--- src/rtl/dreq_bridge_pkg.sv ---
package dreq_bridge_pkg;

  typedef enum logic [1:0] {
    SEL_CTRL = 2'd0,
    SEL_LEN  = 2'd1,
    SEL_DATA = 2'd2,
    SEL_NONE = 2'd3
  } hostSel_e;

  localparam int CTRL_START_BIT  = 0;
  localparam int CTRL_ROMVIS_BIT = 1;
  localparam int CTRL_FULL_BIT   = 7;
  localparam int GROUP_WORDS     = 4;
  localparam logic [1:0] MODE_REQ_DRIVEN = 2'd1;

  typedef struct packed {
    logic ctrlWrite;
    logic lenWrite;
    logic pushWord;
    logic popWord;
    logic clearFill;
    logic cfgLoad;
    logic markMismatch;
    logic markAnomaly;
  } strobe_t;

endpackage

--- src/rtl/dreq_control.sv ---
module dreq_control
  import dreq_bridge_pkg::*;
#(
  parameter int DEPTH = 4,
  parameter int PTR_W = $clog2(DEPTH + 1)
) (
  input  logic             clk,
  input  logic             rstN,
  input  logic             hostWrEn,
  input  logic [1:0]       hostSel,
  input  logic [1:0]       chanMode,
  input  logic             dmaGlobalEn,
  input  logic             dmaAck,
  input  logic             cfgLoad,
  input  logic [PTR_W-1:0] fillCnt,
  input  logic [PTR_W-1:0] rdIdx,
  input  logic             startFlag,
  input  logic             fifoFull,
  input  logic             chanCountZero,
  input  logic             countLenDiffer,
  output strobe_t          stb,
  output logic             dmaReq
);

  typedef enum logic {ST_IDLE, ST_DRAIN} state_e;
  state_e state, stateNext;

  logic groupReady, wordsLeft, dataWrite;

  assign groupReady = (fillCnt != '0) && (fillCnt[1:0] == 2'b00) &&
                      (chanMode == MODE_REQ_DRIVEN) && dmaGlobalEn;
  assign wordsLeft  = (rdIdx != fillCnt);
  assign dataWrite  = hostWrEn && (hostSel == SEL_DATA);
  assign dmaReq     = (state == ST_DRAIN) && wordsLeft && !chanCountZero;

  always_comb begin
    stb              = '0;
    stb.ctrlWrite    = hostWrEn && (hostSel == SEL_CTRL);
    stb.lenWrite     = hostWrEn && (hostSel == SEL_LEN);
    stb.markAnomaly  = dataWrite && !startFlag;
    stb.pushWord     = dataWrite && startFlag && !fifoFull &&
                       (state == ST_IDLE) && !groupReady;
    stb.popWord      = dmaReq && dmaAck;
    stb.clearFill    = (state == ST_DRAIN) && !dmaReq;
    stb.cfgLoad      = cfgLoad;
    stb.markMismatch = (state == ST_IDLE) && groupReady && countLenDiffer;
  end

  always_comb begin
    stateNext = state;
    case (state)
      ST_IDLE:  if (groupReady) stateNext = ST_DRAIN;
      ST_DRAIN: if (!dmaReq)    stateNext = ST_IDLE;
      default:  stateNext = ST_IDLE;
    endcase
  end

  always_ff @(posedge clk or negedge rstN) begin
    if (!rstN) state <= ST_IDLE;
    else       state <= stateNext;
  end

  AST_DRAIN_ALIGNED: assert property (@(posedge clk) disable iff (!rstN)
    (state == ST_DRAIN) |-> (fillCnt != '0 && fillCnt[1:0] == 2'b00))
    else $error("burst running on unaligned fill");

  AST_NO_WRITE_IN_BURST: assert property (@(posedge clk) disable iff (!rstN)
    (state == ST_DRAIN) |=> $stable(fillCnt) || (fillCnt == '0))
    else $error("fill changed during burst");

endmodule

--- src/rtl/dreq_datapath.sv ---
module dreq_datapath
  import dreq_bridge_pkg::*;
#(
  parameter int DATA_W = 16,
  parameter int DEPTH  = 4,
  parameter int LEN_W  = 16,
  parameter int CNT_W  = 24,
  parameter int ADDR_W = 32,
  parameter int ADDR_STEP = 2,
  parameter int PTR_W  = $clog2(DEPTH + 1)
) (
  input  logic              clk,
  input  logic              rstN,
  input  strobe_t           stb,
  input  logic [1:0]        hostSel,
  input  logic [DATA_W-1:0] hostWrData,
  input  logic [CNT_W-1:0]  cfgCount,
  input  logic [ADDR_W-1:0] cfgDstAddr,
  output logic [DATA_W-1:0] hostRdData,
  output logic [PTR_W-1:0]  fillCnt,
  output logic [PTR_W-1:0]  rdIdx,
  output logic              startFlag,
  output logic              romVisible,
  output logic              fifoFull,
  output logic [LEN_W-1:0]  hostLen,
  output logic              anomaly,
  output logic [ADDR_W-1:0] dmaWrAddr,
  output logic [DATA_W-1:0] dmaWrData,
  output logic [CNT_W-1:0]  chanCount,
  output logic              chanCountZero,
  output logic              countLenDiffer,
  output logic              chanEnd,
  output logic              lenMismatchErr
);

  localparam int IDX_W = (DEPTH > 1) ? $clog2(DEPTH) : 1;
  localparam logic [PTR_W-1:0]  FULL_LEVEL = PTR_W'(DEPTH);
  localparam logic [LEN_W-1:0]  LEN_MASK   = ~LEN_W'(GROUP_WORDS - 1);
  localparam logic [ADDR_W-1:0] STEP       = ADDR_W'(ADDR_STEP);

  logic [DATA_W-1:0] entryQ [DEPTH];

  for (genvar e = 0; e < DEPTH; e++) begin : g_entry
    logic [DATA_W-1:0] word;
    always_ff @(posedge clk) begin
      if (stb.pushWord && fillCnt == PTR_W'(e)) word <= hostWrData;
    end
    assign entryQ[e] = word;
  end

  assign fifoFull       = (fillCnt == FULL_LEVEL);
  assign dmaWrData      = entryQ[rdIdx[IDX_W-1:0]];
  assign chanCountZero  = (chanCount == '0);
  assign countLenDiffer = (chanCount != CNT_W'(hostLen));

  // fill and read pointers
  always_ff @(posedge clk or negedge rstN) begin
    if (!rstN) begin
      fillCnt <= '0;
      rdIdx   <= '0;
    end else if (stb.clearFill) begin
      fillCnt <= '0;
      rdIdx   <= '0;
    end else begin
      if (stb.pushWord) fillCnt <= fillCnt + 1'b1;
      if (stb.popWord)  rdIdx   <= rdIdx + 1'b1;
    end
  end

  // host-side registers; host writes win over hardware updates
  always_ff @(posedge clk or negedge rstN) begin
    if (!rstN) begin
      startFlag  <= 1'b0;
      romVisible <= 1'b0;
      hostLen    <= '0;
      anomaly    <= 1'b0;
    end else begin
      anomaly <= stb.markAnomaly;
      if (stb.ctrlWrite) begin
        startFlag  <= hostWrData[CTRL_START_BIT];
        romVisible <= hostWrData[CTRL_ROMVIS_BIT];
      end else if (stb.popWord && hostLen == LEN_W'(1)) begin
        startFlag  <= 1'b0;
      end
      if (stb.lenWrite)                       hostLen <= hostWrData[LEN_W-1:0] & LEN_MASK;
      else if (stb.popWord && hostLen != '0)  hostLen <= hostLen - 1'b1;
    end
  end

  // channel-side registers; a configuration load wins over a pop
  always_ff @(posedge clk or negedge rstN) begin
    if (!rstN) begin
      chanCount      <= '0;
      dmaWrAddr      <= '0;
      chanEnd        <= 1'b0;
      lenMismatchErr <= 1'b0;
    end else begin
      if (stb.markMismatch) lenMismatchErr <= 1'b1;
      if (stb.cfgLoad) begin
        chanCount <= cfgCount;
        dmaWrAddr <= cfgDstAddr;
        chanEnd   <= 1'b0;
      end else if (stb.popWord) begin
        chanCount <= chanCount - 1'b1;
        dmaWrAddr <= dmaWrAddr + STEP;
        if (chanCount == CNT_W'(1)) chanEnd <= 1'b1;
      end
    end
  end

  always_comb begin
    hostRdData = '0;
    case (hostSel)
      SEL_CTRL: begin
        hostRdData[CTRL_START_BIT]  = startFlag;
        hostRdData[CTRL_ROMVIS_BIT] = romVisible;
        hostRdData[CTRL_FULL_BIT]   = fifoFull;
      end
      SEL_LEN: hostRdData = DATA_W'(hostLen);
      default: hostRdData = '0;
    endcase
  end

  AST_NO_OVERFLOW: assert property (@(posedge clk) disable iff (!rstN)
    stb.pushWord |-> (fillCnt < FULL_LEVEL))
    else $error("push into full FIFO");

  AST_NO_UNDERFLOW: assert property (@(posedge clk) disable iff (!rstN)
    stb.popWord |-> (rdIdx < fillCnt))
    else $error("pop from empty FIFO");

  AST_END_ON_ZERO: assert property (@(posedge clk) disable iff (!rstN)
    (stb.popWord && !stb.cfgLoad && chanCount == CNT_W'(1)) |=> chanEnd)
    else $error("transfer end not flagged");

  AST_START_CLEAR: assert property (@(posedge clk) disable iff (!rstN)
    (stb.popWord && !stb.ctrlWrite && hostLen == LEN_W'(1)) |=> !startFlag)
    else $error("start flag not dropped");

  AST_ERR_STICKY: assert property (@(posedge clk) disable iff (!rstN)
    lenMismatchErr |=> lenMismatchErr)
    else $error("mismatch error cleared");

endmodule

--- src/rtl/dreq_fifo_bridge.sv ---
module dreq_fifo_bridge
  import dreq_bridge_pkg::*;
#(
  parameter int DATA_W = 16,
  parameter int DEPTH  = 4,
  parameter int LEN_W  = 16,
  parameter int CNT_W  = 24,
  parameter int ADDR_W = 32
) (
  input  logic              clk,
  input  logic              rstN,
  input  logic              hostWrEn,
  input  logic [1:0]        hostSel,
  input  logic [DATA_W-1:0] hostWrData,
  output logic [DATA_W-1:0] hostRdData,
  output logic              startFlag,
  output logic              romVisible,
  output logic              fifoFull,
  output logic [LEN_W-1:0]  hostLen,
  output logic              anomaly,
  input  logic [1:0]        chanMode,
  input  logic              dmaGlobalEn,
  input  logic              cfgLoad,
  input  logic [CNT_W-1:0]  cfgCount,
  input  logic [ADDR_W-1:0] cfgDstAddr,
  output logic              dmaReq,
  input  logic              dmaAck,
  output logic [ADDR_W-1:0] dmaWrAddr,
  output logic [DATA_W-1:0] dmaWrData,
  output logic [CNT_W-1:0]  chanCount,
  output logic              chanEnd,
  output logic              lenMismatchErr
);

  localparam int PTR_W = $clog2(DEPTH + 1);

  strobe_t          stb;
  logic [PTR_W-1:0] fillCnt, rdIdx;
  logic             chanCountZero, countLenDiffer;

  dreq_control #(.DEPTH(DEPTH), .PTR_W(PTR_W)) u_ctrl (
    .clk(clk), .rstN(rstN), .hostWrEn(hostWrEn), .hostSel(hostSel),
    .chanMode(chanMode), .dmaGlobalEn(dmaGlobalEn), .dmaAck(dmaAck),
    .cfgLoad(cfgLoad), .fillCnt(fillCnt), .rdIdx(rdIdx),
    .startFlag(startFlag), .fifoFull(fifoFull),
    .chanCountZero(chanCountZero), .countLenDiffer(countLenDiffer),
    .stb(stb), .dmaReq(dmaReq)
  );

  dreq_datapath #(
    .DATA_W(DATA_W), .DEPTH(DEPTH), .LEN_W(LEN_W), .CNT_W(CNT_W),
    .ADDR_W(ADDR_W), .ADDR_STEP(2), .PTR_W(PTR_W)
  ) u_dp (
    .clk(clk), .rstN(rstN), .stb(stb), .hostSel(hostSel),
    .hostWrData(hostWrData), .cfgCount(cfgCount), .cfgDstAddr(cfgDstAddr),
    .hostRdData(hostRdData), .fillCnt(fillCnt), .rdIdx(rdIdx),
    .startFlag(startFlag), .romVisible(romVisible), .fifoFull(fifoFull),
    .hostLen(hostLen), .anomaly(anomaly), .dmaWrAddr(dmaWrAddr),
    .dmaWrData(dmaWrData), .chanCount(chanCount),
    .chanCountZero(chanCountZero), .countLenDiffer(countLenDiffer),
    .chanEnd(chanEnd), .lenMismatchErr(lenMismatchErr)
  );

endmodule

--- config.mk ---
export PLATFORM = sky130hd
export DESIGN_NAME = dreq_fifo_bridge
export DESIGN_NICKNAME = d
export VERILOG_FILES = /design/src/rtl/dreq_bridge_pkg.sv /design/src/rtl/dreq_control.sv /design/src/rtl/dreq_datapath.sv /design/src/rtl/dreq_fifo_bridge.sv
export SDC_FILE = /design/constraint.sdc
export NUM_CORES = 1
export LEC_CHECK = 0
export ABC_AREA = 1
export CORE_MARGIN = 5
export CORE_UTILIZATION = 34
export DETAILED_ROUTE_END_ITERATION = 10
export GPL_TIMING_DRIVEN = 0
export PLACE_DENSITY = 0.65
export SYNTH_ARGS = -nofsm -noshare
export SYNTH_HDL_FRONTEND = slang
export SYNTH_SLANG_ARGS = --single-unit
--- constraint.sdc ---
create_clock -name clk -period 2.92 [get_ports clk]
set_input_delay 0.584 -clock clk [delete_from_list [all_inputs] [get_ports clk]]
set_output_delay 0.584 -clock clk [all_outputs]
set_load 0.02 [all_outputs]
==> results by group <==
Status
  • Run status: finished, final reports clean

Timing
  • Final Skew: 0.0209 ns
  • Worst-margin pin slew: 0.881 ns
  • Setup TNS: 0 ns
  • Tcrit/Tclk final: 0.974
  • Min Tclk post-route: 2.84 ns
  • Final Hold Vio Count: 0
  • RSZ-0062 raised after global routing: no
  • Max-slew violations: 0
  • Setup-failing EPs final: 0
  • Fmax: 0.352 GHz
  • Headroom to the max-slew limit: 0.412

Worst setup path
  • CP max stage delay: 0.51 ns
  • Crit path cell chain: clkdlybuf4s50_1 > inv_1 > nor2_1 > inv_2 > clkbuf_2 > nor2_1 > dlygate4sd2_1
  • Crit Path Class: primary input to primary output
  • CP Capture Type: primary output
  • Critical Path Start Type: primary input
  • Critical path's most frequent cell: nor2_1
  • Worst R2R Path Depth: 7
  • CP required: 2.34 ns
  • FF-to-FF setup slack: 0.26 ns
  • Crit Path Max Fanout: 10
  • Crit path DAT: 2.26 ns
  • Critical-path top delay cell: clkdlybuf4s50_1

Floorplanning
  • Initial Utilization: 0.342
  • Placeable Area: 0.0258 sq mm
  • Boundary pin count: 193
  • Standard-cell row count: 59
  • Die Wd: 171 microns
  • Die footprint: 0.0293 sq mm
  • Die Ht: 171 microns

Synth
  • Mapped Area: 0.00884 sq mm
  • Post-synth cell types: 33
  • Flops & latches, synth: 148
  • Synthesized area per cell: 7.15 sq um
  • Post-Syn Nets: 1330
  • Synth warnings: 0
  • Cells after synthesis: 1236
  • Sequential area share after synthesis: 0.455

Clock tree
  • Clk sink count: 148
  • Clk root buf: clkbuf_16
  • CTS max path bufs: 2
  • CTS tree: built
  • Clock Latency Late Sink: 0.44 ns
  • CTS clk-pin slew, worst paths: 0.08 ns
  • Setup bufs post-CTS: 0
  • CTS Buf Count: 17
  • H-tree depth: 4

Power and ir drop
  • Static leakage: 5.50 nW
  • Power Density: 690 mW/mm^2
  • Peak VDD IR: 0.411 mV
  • Total power draw: 8.19 mW

Routing
  • Vias per cell: 4.89
  • Via count: 8783
  • Overall routed net length: 30500 microns
  • Routed len/inst: 17.0 microns
  • Post-route DRC violation count: 0
  • DRT Pass-1 Iters: 5
  • Initial DRC Count: 725
  • ANT nets after route: 0

Placed design
  • Number of port buffers: 191
  • Detail Placement HPWL: 23300 microns
  • Routability cong.: 0.941

Global routing
  • Total gr overflow: 0
  • Overall fraction of global-route tracks in use: 0.209
  • Largest net degree at the start of global routing: 65
  • First-pass GRT wire length: 47300 microns
  • Initial antenna violation count: 0
  • Vias in the first global route: 8448

Finish
  • Layout cells sized above 1: 0.0664
  • Nets: 1542
  • Area growth, synth to finish: 34.3%

Min path
  • Hold Path Class: primary input to asynchronous set/reset pin

Job
  • Max Cap Viol: 0
## state kept, by name (all words and copies together), names as in the netlist
register / count
u_dp.anomaly: 1
u_dp.fillCnt: 3
u_dp.chanCount: 24
u_dp.rdIdx: 3
u_dp.g_entry.word: 64
u_dp.startFlag: 1
u_dp.chanEnd: 1
u_dp.dmaWrAddr: 32
u_ctrl.state: 1
u_dp.lenMismatchErr: 1
u_dp.romVisible: 1
u_dp.hostLen: 16
## report_power, final
group          internal (mW)  leakage [nW]  switching, mW
registers               2.43          1.64          0.434
clock network           1.16         0.293           1.07
logic                   1.26          3.57           1.83
total                   4.85          5.50           3.34
## kinds of logic (layout without fill, tap and decap cells)
family,count (synthesis),after routing,synth area share
AOI/OAI and AO/OA,105,105,0.0637
xor gates and xnor gates,35,35,0.0347
adders and majority gates,12,12,0.0170
buffers and inverters,144,369,0.0674
DFF,148,148,0.455
other,0,1,0
and+or+nand+nor,792,792,0.362
## cells in the final DEF, fill, tap and decap left out, drive strengths merged, types with 15 or more instances in the layout
master,instances
dfrtp,84
inv,107
o21ai,73
clkbuf,38
edfxtp,64
clkdlybuf4s50,163
dlygate4sd2,15
buf,25
xor2,25
nor2,168
nand2,516
nand3,87
o22ai,22
## final timing paths
path,startpoint,endpoint
min in group clk,u_dp.lenMismatchErr,u_dp.lenMismatchErr
min reg2reg,u_dp.lenMismatchErr,u_dp.lenMismatchErr
max reg2reg,u_dp.fillCnt[0],u_dp.g_entry[1].word[13]
min,rstN,u_dp.dmaWrAddr[24]
max in group asynchronous,rstN,u_dp.fillCnt[2]
max,hostSel[0],hostRdData[11]
## per-layer routing
metal | GRT usage | share of wire | vias to the layer above
li1 | - | - | 4354
met1 | 0.272 | 0.43 | 4068
met2 | 0.359 | 0.48 | 328
met3 | 0.0437 | 0.068 | 33
met4 | 0.0482 | 0.017 | 0
met5 | 0 | 0 | -
## cell usage after synthesis
library cell	instances	area [sq um]
a21o_1	3	22.5
a21oi_1	6	30.0
and3_1	1	6.26
buf_1	4	15.0
buf_2	12	60.1
buf_6	5	56.3
clkbuf_1	21	78.8
clkbuf_2	1	5.00
clkinv_2	1	5.00
dfrtp_1	84	2100
edfxtp_1	64	1920
ha_1	12	150
inv_1	95	357
inv_2	5	18.8
nand2_1	512	1920
nand2_2	2	12.5
nand2_4	2	22.5
nand3_1	85	425
nand3_2	2	20.0
nand3b_1	2	15.0
nand4_1	11	68.8
nand4_2	1	12.5
nor2_1	159	597
nor2_2	7	43.8
nor2_4	2	22.5
nor3_1	3	15.0
o21ai_0	58	290
o21ai_1	15	75.1
o21bai_1	1	7.51
o22ai_1	22	138
or2_2	3	18.8
xnor2_1	10	87.6
xor2_1	25	219
## critical path, delay by kind of cell
| kind | cells | cell delay, ns |
|---|---|---|
| buf+inv | 5 | 1.29 |
| simple gates | 2 | 0.38 |
## through the flow
step | util | worst slack (ns) | hold WS, ns | cell area, sq um | instances
floorplan | - | 0.647 | 0.288 | 8840 | 1236
global placement | 0.432 | -2.17 | 0.452 | 11200 | 1762
detailed placement | 0.434 | -0.365 | 0.454 | 11200 | 1764
CTS | 0.458 | 0.00402 | 0.0429 | 11800 | 1796
global route | 0.460 | 0.00853 | 0.0472 | 11900 | 1796
finish | 0.460 | 0.0767 | 0.0388 | 11900 | 1797
## timing repair
| item | in CTS | in global routing |
|---|---|---|
| hold buffers | 0 | 0 |
| pin swaps | 0 | 1 |
| endpoints found under the setup margin | 44 | 14 |
| hold endpoints to repair | 0 | 0 |
| gates resized for setup | 31 | 19 |
## layout make-up
class                   instances  area, sq um
plain buffers                  43          234
clock buffers                  17          425
repair buffers                193         1960
fillers                      2599        14000
well taps                     335          419
flip-flops and latches        148         4030
clock inverters                15          185
diodes                          1         2.50
inverters                     101          380
multi-input cells             944         4240
Power figures use the tool's default switching activity.
